## src/rtl/emu_pkg.sv

```systemverilog
package emu_pkg;
    typedef enum logic [1:0] {
        ST_NORMAL = 2'd0,
        ST_ENTRY  = 2'd1,
        ST_EMU    = 2'd2,
        ST_EXIT   = 2'd3
    } emu_state_e;

    typedef enum logic [1:0] {
        CAUSE_NONE  = 2'd0,
        CAUSE_RESET = 2'd1,
        CAUSE_DEBUG = 2'd2,
        CAUSE_TRACE = 2'd3
    } emu_cause_e;
endpackage

```

## src/rtl/emu_entry_detect.sv

```systemverilog
module emu_entry_detect
    import emu_pkg::*;
(
    input  logic       clk,
    input  logic       rst_n,
    input  emu_state_e state_i,
    input  logic       halted_i,
    input  logic       force_wr_i,
    input  logic       force_data_i,
    input  logic       reset_start_i,
    input  logic       dbg_req_i,
    input  logic       int_sample_i,
    input  logic       trace_en_i,
    input  logic       trace_start_i,
    output logic       enter_o,
    output emu_cause_e cause_o
);
    logic force_q;
    logic dbg_pend_q;
    logic open_win;
    logic dbg_any;
    logic take_reset, take_dbg, take_trace;

    assign open_win   = (state_i == ST_NORMAL) || (state_i == ST_EXIT);
    assign dbg_any    = dbg_pend_q || dbg_req_i;
    assign take_reset = open_win && reset_start_i && force_q;
    assign take_dbg   = open_win && dbg_any && (int_sample_i || (state_i == ST_EXIT));
    assign take_trace = open_win && trace_start_i && trace_en_i;
    assign enter_o    = take_reset || take_dbg || take_trace;

    always_comb begin
        if (take_reset)      cause_o = CAUSE_RESET;
        else if (take_dbg)   cause_o = CAUSE_DEBUG;
        else if (take_trace) cause_o = CAUSE_TRACE;
        else                 cause_o = CAUSE_NONE;
    end

    always_ff @(posedge clk or negedge rst_n) begin
        if (!rst_n) begin
            force_q    <= 1'b0;
            dbg_pend_q <= 1'b0;
        end else begin
            if (enter_o)                     force_q <= 1'b0;
            else if (halted_i && force_wr_i) force_q <= force_data_i;
            dbg_pend_q <= dbg_any && !(enter_o && cause_o == CAUSE_DEBUG);
        end
    end


    force_clear_chk: assert property (@(posedge clk) disable iff (!rst_n)
        enter_o |=> !force_q);


    pend_hold_chk: assert property (@(posedge clk) disable iff (!rst_n)
        (dbg_req_i && state_i == ST_EMU) |=> dbg_pend_q);
endmodule

```

## src/rtl/emu_fsm.sv

```systemverilog
module emu_fsm
    import emu_pkg::*;
#(
    parameter int ENTRY_HOLD = 3
) (
    input  logic       clk,
    input  logic       rst_n,
    input  logic       enter_i,
    input  emu_cause_e cause_i,
    input  logic       rte_done_i,
    output emu_state_e state_o,
    output logic       in_emu_o,
    output logic       entry_o,
    output logic       exit_o,
    output logic       vec_valid_o
);
    localparam int CNT_W = $clog2(ENTRY_HOLD + 1);
    localparam logic [CNT_W-1:0] CNT_LAST = CNT_W'(ENTRY_HOLD - 1);

    emu_state_e       state_q, state_d;
    logic [CNT_W-1:0] cnt_q, cnt_d;
    emu_cause_e       cause_q, cause_d;

    always_comb begin
        state_d = state_q;
        cnt_d   = cnt_q;
        cause_d = cause_q;
        unique case (state_q)
            ST_NORMAL, ST_EXIT: begin
                if (enter_i) begin
                    state_d = ST_ENTRY;
                    cnt_d   = '0;
                    cause_d = cause_i;
                end else begin
                    state_d = ST_NORMAL;
                end
            end
            ST_ENTRY: begin
                if (cnt_q == CNT_LAST) state_d = ST_EMU;
                else                   cnt_d   = cnt_q + 1'b1;
            end
            ST_EMU: begin
                if (rte_done_i) begin
                    state_d = ST_EXIT;
                    cause_d = CAUSE_NONE;
                end
            end
            default: state_d = ST_NORMAL;
        endcase
    end

    always_ff @(posedge clk or negedge rst_n) begin
        if (!rst_n) begin
            state_q <= ST_NORMAL;
            cnt_q   <= '0;
            cause_q <= CAUSE_NONE;
        end else begin
            state_q <= state_d;
            cnt_q   <= cnt_d;
            cause_q <= cause_d;
        end
    end

    always_comb begin
        state_o     = state_q;
        in_emu_o    = 1'b0;
        entry_o     = 1'b0;
        exit_o      = 1'b0;
        vec_valid_o = 1'b0;
        unique case (state_q)
            ST_NORMAL: ;
            ST_ENTRY: begin
                in_emu_o    = 1'b1;
                entry_o     = 1'b1;
                vec_valid_o = (cnt_q == '0) && (cause_q == CAUSE_DEBUG);
            end
            ST_EMU:  in_emu_o = 1'b1;
            ST_EXIT: exit_o   = 1'b1;
            default: ;
        endcase
    end


    rte_exit_chk: assert property (@(posedge clk) disable iff (!rst_n)
        (state_q == ST_EMU && rte_done_i) |=> (state_q == ST_EXIT));


    entry_len_chk: assert property (@(posedge clk) disable iff (!rst_n)
        (state_q == ST_ENTRY && cnt_q == CNT_LAST) |=> (state_q == ST_EMU));
endmodule

```

## src/rtl/emu_out_stage.sv

```systemverilog
module emu_out_stage #(
    parameter int          PST_W      = 4,
    parameter logic [3:0]  PST_ENTRY  = 4'hD,
    parameter logic [3:0]  PST_EXIT   = 4'h7,
    parameter logic [1:0]  REMAP_TT   = 2'h2,
    parameter logic [2:0]  REMAP_TM_R = 3'h5,
    parameter logic [2:0]  REMAP_TM_W = 3'h6
) (
    input  logic             in_emu_i,
    input  logic             entry_i,
    input  logic             exit_i,
    input  logic             remap_en_i,
    input  logic [PST_W-1:0] core_pst_i,
    input  logic [2:0]       irq_level_i,
    input  logic [1:0]       bus_tt_i,
    input  logic [2:0]       bus_tm_i,
    input  logic             bus_wr_i,
    input  logic             cache_en_i,
    input  logic             sram_en_i,
    output logic [PST_W-1:0] pst_o,
    output logic [2:0]       irq_level_o,
    output logic [1:0]       bus_tt_o,
    output logic [2:0]       bus_tm_o,
    output logic             cache_en_o,
    output logic             sram_en_o
);
    logic remap_act;
    assign remap_act = in_emu_i && remap_en_i;

    always_comb begin
        if (entry_i)     pst_o = PST_W'(PST_ENTRY);
        else if (exit_i) pst_o = PST_W'(PST_EXIT);
        else             pst_o = core_pst_i;
    end

    assign irq_level_o = in_emu_i ? 3'd0 : irq_level_i;

    always_comb begin
        if (remap_act) begin
            bus_tt_o   = REMAP_TT;
            bus_tm_o   = bus_wr_i ? REMAP_TM_W : REMAP_TM_R;
            cache_en_o = 1'b0;
            sram_en_o  = 1'b0;
        end else begin
            bus_tt_o   = bus_tt_i;
            bus_tm_o   = bus_tm_i;
            cache_en_o = cache_en_i;
            sram_en_o  = sram_en_i;
        end
    end
endmodule

```

## src/rtl/emu_mode_ctrl.sv

```systemverilog
module emu_mode_ctrl
    import emu_pkg::*;
#(
    parameter int          ENTRY_HOLD = 3,
    parameter int          VEC_W      = 8,
    parameter int          DBG_VEC    = 12
) (
    input  logic             clk,
    input  logic             rst_n,
    input  logic             halted_i,
    input  logic             force_wr_i,
    input  logic             force_data_i,
    input  logic             reset_start_i,
    input  logic             dbg_req_i,
    input  logic             int_sample_i,
    input  logic             trace_en_i,
    input  logic             trace_start_i,
    input  logic             rte_done_i,
    input  logic             remap_en_i,
    input  logic [3:0]       core_pst_i,
    input  logic [2:0]       irq_level_i,
    input  logic [1:0]       bus_tt_i,
    input  logic [2:0]       bus_tm_i,
    input  logic             bus_wr_i,
    input  logic             cache_en_i,
    input  logic             sram_en_i,
    output logic             emu_mode_o,
    output logic [3:0]       pst_o,
    output logic [2:0]       irq_level_o,
    output logic             vec_valid_o,
    output logic [VEC_W-1:0] vec_num_o,
    output logic [1:0]       bus_tt_o,
    output logic [2:0]       bus_tm_o,
    output logic             cache_en_o,
    output logic             sram_en_o
);
    emu_state_e state;
    emu_cause_e cause;
    logic       enter, entry, exit_c;

    emu_entry_detect u_detect (
        .clk           (clk),
        .rst_n         (rst_n),
        .state_i       (state),
        .halted_i      (halted_i),
        .force_wr_i    (force_wr_i),
        .force_data_i  (force_data_i),
        .reset_start_i (reset_start_i),
        .dbg_req_i     (dbg_req_i),
        .int_sample_i  (int_sample_i),
        .trace_en_i    (trace_en_i),
        .trace_start_i (trace_start_i),
        .enter_o       (enter),
        .cause_o       (cause)
    );

    emu_fsm #(.ENTRY_HOLD(ENTRY_HOLD)) u_fsm (
        .clk         (clk),
        .rst_n       (rst_n),
        .enter_i     (enter),
        .cause_i     (cause),
        .rte_done_i  (rte_done_i),
        .state_o     (state),
        .in_emu_o    (emu_mode_o),
        .entry_o     (entry),
        .exit_o      (exit_c),
        .vec_valid_o (vec_valid_o)
    );

    assign vec_num_o = VEC_W'(DBG_VEC);

    emu_out_stage u_out (
        .in_emu_i    (emu_mode_o),
        .entry_i     (entry),
        .exit_i      (exit_c),
        .remap_en_i  (remap_en_i),
        .core_pst_i  (core_pst_i),
        .irq_level_i (irq_level_i),
        .bus_tt_i    (bus_tt_i),
        .bus_tm_i    (bus_tm_i),
        .bus_wr_i    (bus_wr_i),
        .cache_en_i  (cache_en_i),
        .sram_en_i   (sram_en_i),
        .pst_o       (pst_o),
        .irq_level_o (irq_level_o),
        .bus_tt_o    (bus_tt_o),
        .bus_tm_o    (bus_tm_o),
        .cache_en_o  (cache_en_o),
        .sram_en_o   (sram_en_o)
    );


    irq_mask_chk: assert property (@(posedge clk) disable iff (!rst_n)
        emu_mode_o |-> (irq_level_o == 3'd0));


    entry_code_chk: assert property (@(posedge clk) disable iff (!rst_n)
        $rose(emu_mode_o) |-> (pst_o == 4'hD));


    leave_cause_chk: assert property (@(posedge clk) disable iff (!rst_n)
        $fell(emu_mode_o) |-> $past(rte_done_i));


    vec_num_chk: assert property (@(posedge clk) disable iff (!rst_n)
        vec_valid_o |-> (emu_mode_o && vec_num_o == VEC_W'(12)));


    remap_space_chk: assert property (@(posedge clk) disable iff (!rst_n)
        (emu_mode_o && remap_en_i) |-> (bus_tt_o == 2'h2 && !cache_en_o && !sram_en_o));
endmodule

```

## config.mk

```make
export PLATFORM = sky130hd
export DESIGN_NAME = emu_mode_ctrl
export DESIGN_NICKNAME = d
export VERILOG_FILES = /design/src/rtl/emu_pkg.sv /design/src/rtl/emu_entry_detect.sv /design/src/rtl/emu_fsm.sv /design/src/rtl/emu_out_stage.sv /design/src/rtl/emu_mode_ctrl.sv
export SDC_FILE = /design/constraint.sdc
export NUM_CORES = 1
export LEC_CHECK = 0
export BUFFER_PORTS_ARGS = -buffer_cell sky130_fd_sc_hd__buf_4
export CAP_MARGIN = 15
export CORE_MARGIN = 2
export CORE_UTILIZATION = 40
export CTS_BUF_LIST = sky130_fd_sc_hd__clkbuf_2
export CTS_CLUSTER_DIAMETER = 30
export DETAILED_ROUTE_END_ITERATION = 8
export PLACE_DENSITY = 0.78
export SYNTH_ARGS = -nofsm -noshare
export SYNTH_HDL_FRONTEND = slang
export SYNTH_HIERARCHICAL = 1
export SYNTH_SLANG_ARGS = --single-unit
```

## constraint.sdc

```tcl
create_clock -name clk -period 1.8 [get_ports clk]
set_input_delay 0.18 -clock clk [delete_from_list [all_inputs] [get_ports clk]]
set_output_delay 0.18 -clock clk [all_outputs]
set_load 0.03 [all_outputs]
```

==> results of run 1 <==
what timing repair did:
action	in CTS	in global routing
setup buffers	1	0
endpoints found under the setup margin	8	14
pin swaps	2	1
hold buffers	1	0
endpoints found under the hold margin	8	0
gates resized for setup	5	10
gates cloned	0	0
per-layer routing:
layer,vias up,track usage,share of wire
li1,403,-,-
met2,56,0.318,0.53
met5,-,0,0
met1,395,0.172,0.36
met3,2,0.0485,0.10
met4,0,0.0648,0.0061
report_power, final:
group | switching [uW] | internal (uW)
registers | 80.3 | 259
clock network | 59.8 | 45.5
logic | 1010 | 907
per-stage QoR:
| stage | area, um^2 | hold slack [ps] |
|---|---|---|
| final | 1260 | 223 |
| after global routing | 1260 | 233 |
| after CTS | 1230 | 216 |
| after detailed placement | 1170 | 5.30 |
| after global placement | 1170 | 6.75 |
| after floorplan | 866 | -116 |
cells by family after synthesis:
group           after synthesis  synth area share
compound gates               23             0.238
fa+ha+maj                     6            0.0908
buf+inv                      20             0.138
flops                         8             0.242
mux                           5            0.0666
other cells                   2           0.00908
simple gates                 28             0.216
cell type report:
type                            count  share of cell area
Sequential cell                     8               0.160
Tap cell                           27              0.0268
Multi-Input combinational cell     70               0.454
Timing Repair Buffer               48               0.315
Inverter                           10              0.0328
Clock buffer                        3              0.0119
critical path, delay by kind of cell, from the launching register on:
| kind | cells | cell delay (ps) |
|---|---|---|
| flip-flops | 1 | 450 |
| multiplexers | 1 | 310 |
| adder cells (fa/ha/maj) | 1 | 300 |
| buffers and inverters | 2 | 240 |
| AND/OR/NAND/NOR | 1 | 110 |
path summary, 6_finish.rpt:
check	startpoint	end	slack, ps
min in group asynchronous	rst_n	u_fsm/state_o[0]	290
max	u_fsm/state_o[1]	bus_tm_o[1]	-30
max in group asynchronous	rst_n	u_fsm/state_o[1]	1370
max reg2reg	u_fsm/state_o[1]	u_fsm/cause_q[0]	80
min	force_wr_i	u_detect/force_q	220
min reg2reg	u_fsm/cause_q[1]	u_fsm/cause_q[1]	550
sequential cells by signal (all words and copies together) (netlist names):
name                 flops
u_detect/dbg_pend_q      1
u_detect/force_q         1
u_fsm/cause_q            2
u_fsm/cnt_q              2
u_fsm/state_o            2
cells in the final DEF, fill, tap and decap left out, types with 2 or more instances in the layout:
master,netlist,layout
a21oi_1,3,2
nor2b_1,3,3
or2b_1,2,2
nand2_1,3,3
a22o_1,5,5
nor2_1,4,4
dfrtp_1,8,7
mux2i_1,4,3
a21oi_2,1,2
clkbuf_2,0,3
buf_4,8,38
and2b_2,3,3
buf_6,1,9
and2_2,3,3
or3_1,2,2
ha_1,6,4
inv_1,10,8
conb_1,2,8
nand3_1,2,2
==> results.json, run 1 <==
{
  "synthesis.yosys.warnings": 6,
  "dpl_hpwl_mm": 1.60,
  "cells_traversed_along_the_worst_timing_path": "ha_4 -> clkinvlp_4 -> nand2_4 -> mux2_4 -> buf_6",
  "ios": 51,
  "detailroute.via_count": 856,
  "critPathRequiredTime_ps": 1620,
  "hold_viol_final": 0,
  "n_fill_cell": 163,
  "timing.critical_path.from_type": "flop",
  "initial_core_util": 0.422,
  "fin_crit_sh": 1.01,
  "power_density_nw_per_um2": 1880,
  "static-leakage-power_uw": 0.000634,
  "cts.path.max_buffers": 2,
  "setup_total_negative_slack_ps": -25.7,
  "detail_route.drc_violations": 0,
  "critical_path.slowest_cell": "dfrtp_2",
  "final_layout_size_suffix_gt1_frac": 0.511,
  "die-area_um2": 2450,
  "clock_insertion_delay_worst_skew_ps": 230,
  "synthTopCellsByCount": "inv_1 (10), buf_4 (8), dfrtp_1 (8), ha_1 (6), a22o_1 (5)",
  "grt_setup_unrepaired": "true",
  "rr_worst_depth": 5,
  "syn-instance-count": 92,
  "fin_util": 0.642,
  "post_synthesis_cell_area_um2": 827,
  "timing.critical_path.arrival_ps": 1650,
  "row_count": 16,
  "post_layout_nonfiller_instances": 166,
  "report.power.total_uw": 2360,
  "run_status": "finished, violations left",
  "synth_top_cell_by_area": "dfrtp_1",
  "number_of_enable_type_register_cells_in_the_synthesized_netlist": 0,
  "crit_path_max_incr_delay_ps": 450,
  "grt_usage": 0.168,
  "tritoncts_buffers": 3,
  "detail_route.wl_per_cell_um": 12.9,
  "postSynth.asyncResetShare": 1.00,
  "dp_slack_ps": 43.0,
  "period_needed_ps": 1830,
  "dr.pass1.iters": 4,
  "placement.io_buffers": 42,
  "ys_ff_latch": 8,
  "max_cap_viol_count": 0,
  "critical_path_peak_fanout": 6,
  "core_um2": 1960,
  "criticalPathCategory": "flop to output port",
  "synth.top_cell.area_share": 0.242,
  "chipHeight_um": 49.5,
  "report.final.setup_viol": 1,
  "max_freq_mhz": 548,
  "number_of_diodes_added_for_antenna_fixing": 0,
  "place_congestion": 0.785,
  "worstSetupEndpointType": "output port",
  "worst_setup_hold_path_clk_slew_ps": 80,
  "hold-path-cell-count": 3,
  "first_iter_violations": 16,
  "post_synth.cell_area_avg_um2": 8.99,
  "layout.nets": 174,
  "synthMostInstantiatedCell": "inv_1",
  "drt.antenna.violating_nets": 0,
  "first_global_vias": 772,
  "die_width_um": 49.5,
  "postSynth.topFlopCell": "dfrtp_1",
  "yosys-top-cells-area": "dfrtp_1 (24%), ha_1 (9.1%), buf_4 (7.3%)",
  "grt.overflow.total": 0,
  "tritoncts": "yes",
  "seq_area_um2": 201,
  "worst_hold_path_type": "input port to flop",
  "postRouteWirelength_mm": 2.14,
  "dp_cells": 161,
  "finClkSkew_ps": 4.46,
  "failed_checks": "negative setup slack",
  "initial_antenna_violation_count": 0,
  "vdd_drop_max_mv": 1.06,
  "grt_pass1_wl_mm": 3.22,
  "clock_sinks": 8,
  "avgViaCountPerCell": 5.16,
  "maximum_number_of_pins_on_one_net_before_global_route_repair": 13,
  "slew_viol_final": 0,
  "synth_cell_type_count": 40,
  "ys_seq_area_frac": 0.242,
  "clock_tree.root_cell": "clkbuf_2",
  "area.growth.synth_to_final_pct": 52.3,
  "htreeDepth": 1,
  "worst_slack_ps": -25.7,
  "multi_input_area_um2": 572
}
Power figures use the tool's default switching activity.
==> run 2, diff against run 1 <==
--- a/config.mk
+++ b/config.mk
@@ -5,10 +5,11 @@
 export SDC_FILE = /design/constraint.sdc
 export NUM_CORES = 1
 export LEC_CHECK = 0
+export ABC_AREA = 1
 export BUFFER_PORTS_ARGS = -buffer_cell sky130_fd_sc_hd__buf_4
 export CAP_MARGIN = 15
 export CORE_MARGIN = 2
-export CORE_UTILIZATION = 40
+export CORE_UTILIZATION = 39
 export CTS_BUF_LIST = sky130_fd_sc_hd__clkbuf_2
 export CTS_CLUSTER_DIAMETER = 30
 export DETAILED_ROUTE_END_ITERATION = 8
==> run 2 against run 1 <==
Effect of this change: the flow now finishes without violations; clock power hardly changed; global-route usage grew 0.26 points; via count increased by 3.4%; clock skew shrank 3.2 ps; critical path type unchanged; largest power group unchanged.
==> results.json, run 2 <==
{
  "area.growth.synth_to_final_pct": 48.3,
  "post_layout_nonfiller_instances": 204,
  "first_iter_violations": 10,
  "detail_route.wl_per_cell_um": 8.94,
  "htreeDepth": 1,
  "ys_seq_area_frac": 0.254,
  "crit_path_max_incr_delay_ps": 460,
  "report.power.total_uw": 1900,
  "ys_ff_latch": 8,
  "static-leakage-power_uw": 0.000736,
  "min_to": "u_detect/dbg_pend_q",
  "detailroute.via_count": 885,
  "hold-path-cell-count": 3,
  "power_density_nw_per_um2": 1620,
  "postSynth.topFlopCell": "dfrtp_1",
  "finClkSkew_ps": 1.24,
  "clock_insertion_delay_worst_skew_ps": 230,
  "synthXorXnorAreaFrac": 0,
  "layout.nets": 212,
  "row_count": 16,
  "max_cap_viol_count": 0,
  "first_global_vias": 825,
  "cp_top_family": "flip-flops",
  "rr_worst_depth": 10,
  "synth_cell_type_count": 17,
  "critPathRequiredTime_ps": 1620,
  "avgViaCountPerCell": 4.34,
  "die_width_um": 48.9,
  "post_synthesis_cell_area_um2": 787,
  "timing.critical_path.from_type": "flop",
  "synth_area_in_simple_gates": 0.385,
  "worst_hold_path_type": "input port to flop",
  "grt_setup_unrepaired": "false",
  "final_layout_size_suffix_gt1_frac": 0.350,
  "timing.critical_path.arrival_ps": 1480,
  "timing.rr.end": "u_fsm/cnt_q[1]",
  "synthMostInstantiatedCell": "nand2_1",
  "clock_tree.root_cell": "clkbuf_2",
  "tritoncts": "yes",
  "timing.reg2reg.setup_slack_ps": 150,
  "period_needed_ps": 1660,
  "syn-instance-count": 129,
  "synth_compound_gate_area_share": 0.0270,
  "place_congestion": 0.776,
  "grt.overflow.total": 0,
  "fin_crit_sh": 0.924,
  "critical_path.slowest_cell": "dfrtp_2",
  "maximum_number_of_pins_on_one_net_before_global_route_repair": 9,
  "yosys-top-cells-area": "dfrtp_1 (25%), nand2_1 (18%), inv_1 (14%)",
  "dpl_hpwl_mm": 1.52,
  "drt.antenna.violating_nets": 0,
  "number_of_enable_type_register_cells_in_the_synthesized_netlist": 0,
  "post_synth.cell_area_avg_um2": 6.10,
  "yosys.area_share.adder": 0.0954,
  "detail_route.drc_violations": 0,
  "slew_viol_final": 0,
  "number_of_gates_on_the_worst_path_with_buffers_counted": 6,
  "critical_path_peak_fanout": 6,
  "synth_top_cell_by_area": "dfrtp_1",
  "setup_total_negative_slack_ps": 0,
  "n_fill_cell": 193,
  "grt_usage": 0.170,
  "max_freq_mhz": 601,
  "postSynth.asyncResetShare": 1.00,
  "synthesis.yosys.warnings": 6,
  "hold_viol_final": 0,
  "tritoncts_buffers": 3,
  "main_combinational_cell_family_by_area_after_synthesis": "simple AND/OR/NAND/NOR gates",
  "most_used_cells_in_the_layout_excluding_fill_and_tap_cells": "buf_4 (46), nand2_1 (37), inv_1 (30), nor2_1 (14), conb_1 (8)",
  "cells_traversed_along_the_worst_timing_path": "ha_4 -> inv_2 -> nand2_2 -> inv_2 -> nor2_1 -> buf_4",
  "number_of_diodes_added_for_antenna_fixing": 0,
  "clock_sinks": 8,
  "cts.path.max_buffers": 2,
  "critPathBufInv": 3,
  "criticalPathCategory": "flop to output port",
  "initial_antenna_violation_count": 0,
  "placement.io_buffers": 42,
  "mostFrequentLayoutCell": "buf_4",
  "run_status": "finished, final reports clean",
  "critical_path.most_common_cell": "inv_2",
  "chipHeight_um": 48.9,
  "report.final.setup_viol": 0,
  "worst_hold_startpoint": "reset_start_i",
  "die-area_um2": 2390,
  "worst_setup_hold_path_clk_slew_ps": 80,
  "ios": 51,
  "dp_cells": 196,
  "synthTopCellsByCount": "nand2_1 (37), inv_1 (30), nor2_1 (14), buf_4 (8), dfrtp_1 (8)",
  "grt_pass1_wl_mm": 3.25,
  "timing.rr.start": "u_fsm/state_o[0]",
  "dr.pass1.iters": 5,
  "postRouteWirelength_mm": 1.82,
  "core_um2": 1940,
  "vdd_drop_max_mv": 0.834,
  "initial_core_util": 0.405,
  "worstSetupEndpointType": "output port",
  "proportion_of_synthesized_area_in_mux_cells": 0,
  "synth.top_cell.area_share": 0.254
}
-- run 2: cell types whose count changed in the layout (fill, tap and decap cells not counted), sizes merged, moves of 4 or more --
cell,before,now
nand3,2,7
nor2b,4,0
inv,9,32
nor2,4,16
nand2,4,43
mux2i,4,0
a22o,5,0
-- run 2: worst max path at each step --
stage	from	endpoint	slack (ps)
final	u_fsm/state_o[1]	sram_en_o	140
after detailed placement	u_fsm/state_o[0]	bus_tm_o[0]	200
after global routing	u_fsm/state_o[1]	cache_en_o	10
after global placement	u_fsm/state_o[0]	bus_tm_o[0]	220
after CTS	u_fsm/state_o[1]	bus_tt_o[0]	90
after floorplan	u_fsm/state_o[0]	bus_tt_o[0]	110
-- run 2: layout make-up --
type	instances	area [um^2]	share of cell area
sequential	8	201	0.173
multi-input combinational	87	442	0.378
clock buffer	3	15.0	0.0129
inverter	32	120	0.103
timing repair buffer	47	355	0.304
tap	27	33.8	0.0289
-- run 2: cell families after synthesis --
| group | count (synthesis) |
|---|---|
| fa+ha+maj | 6 |
| buf+inv | 40 |
| other cells | 2 |
| flops | 8 |
| simple gates | 69 |
| compound gates | 4 |
-- run 2: layer usage --
layer  routed length, um  vias to the layer above  global-route usage
met2                 932                       47               0.331
met4                   0                        0              0.0571
met5                   0                        -                   0
met3                 162                        0              0.0245
met1                 728                      384               0.186
li1                    -                      454                   -
-- run 2: metrics by stage --
stage / util / area (um^2) / setup WS [ps] / hold slack [ps]
3_5_place_dp: 0.566 / 1100 / 200 / 10.1
3_3_place_gp: 0.566 / 1100 / 223 / 6.49
6_report: 0.601 / 1170 / 136 / 248
4_1_cts: 0.601 / 1170 / 88.2 / 241
5_1_grt: 0.601 / 1170 / 13.8 / 249
2_1_floorplan: - / 810 / 112 / -116
-- run 2: report_power, final --
group	internal, uW	switching (uW)
sequential	250	50.0
combinational	583	905
clock	45.5	62.6
-- run 2: what timing repair did --
action,in CTS,in global routing
buffers inserted,4,0
gates resized for setup,1,1
hold endpoints to repair,8,0
hold buffers,1,0
setup endpoints to repair,6,2
-- run 2: worst reg2reg max path: stages (launching register included) --
cell and delay, ps:
dfrtp_1 380, buf_4 150, ha_1 330, nor2_1 190, nor2_1 70, nand2_2 100
inv_1 50, nand2_1 90, nand2_1 80, nand2_1 60, nand2_1 50
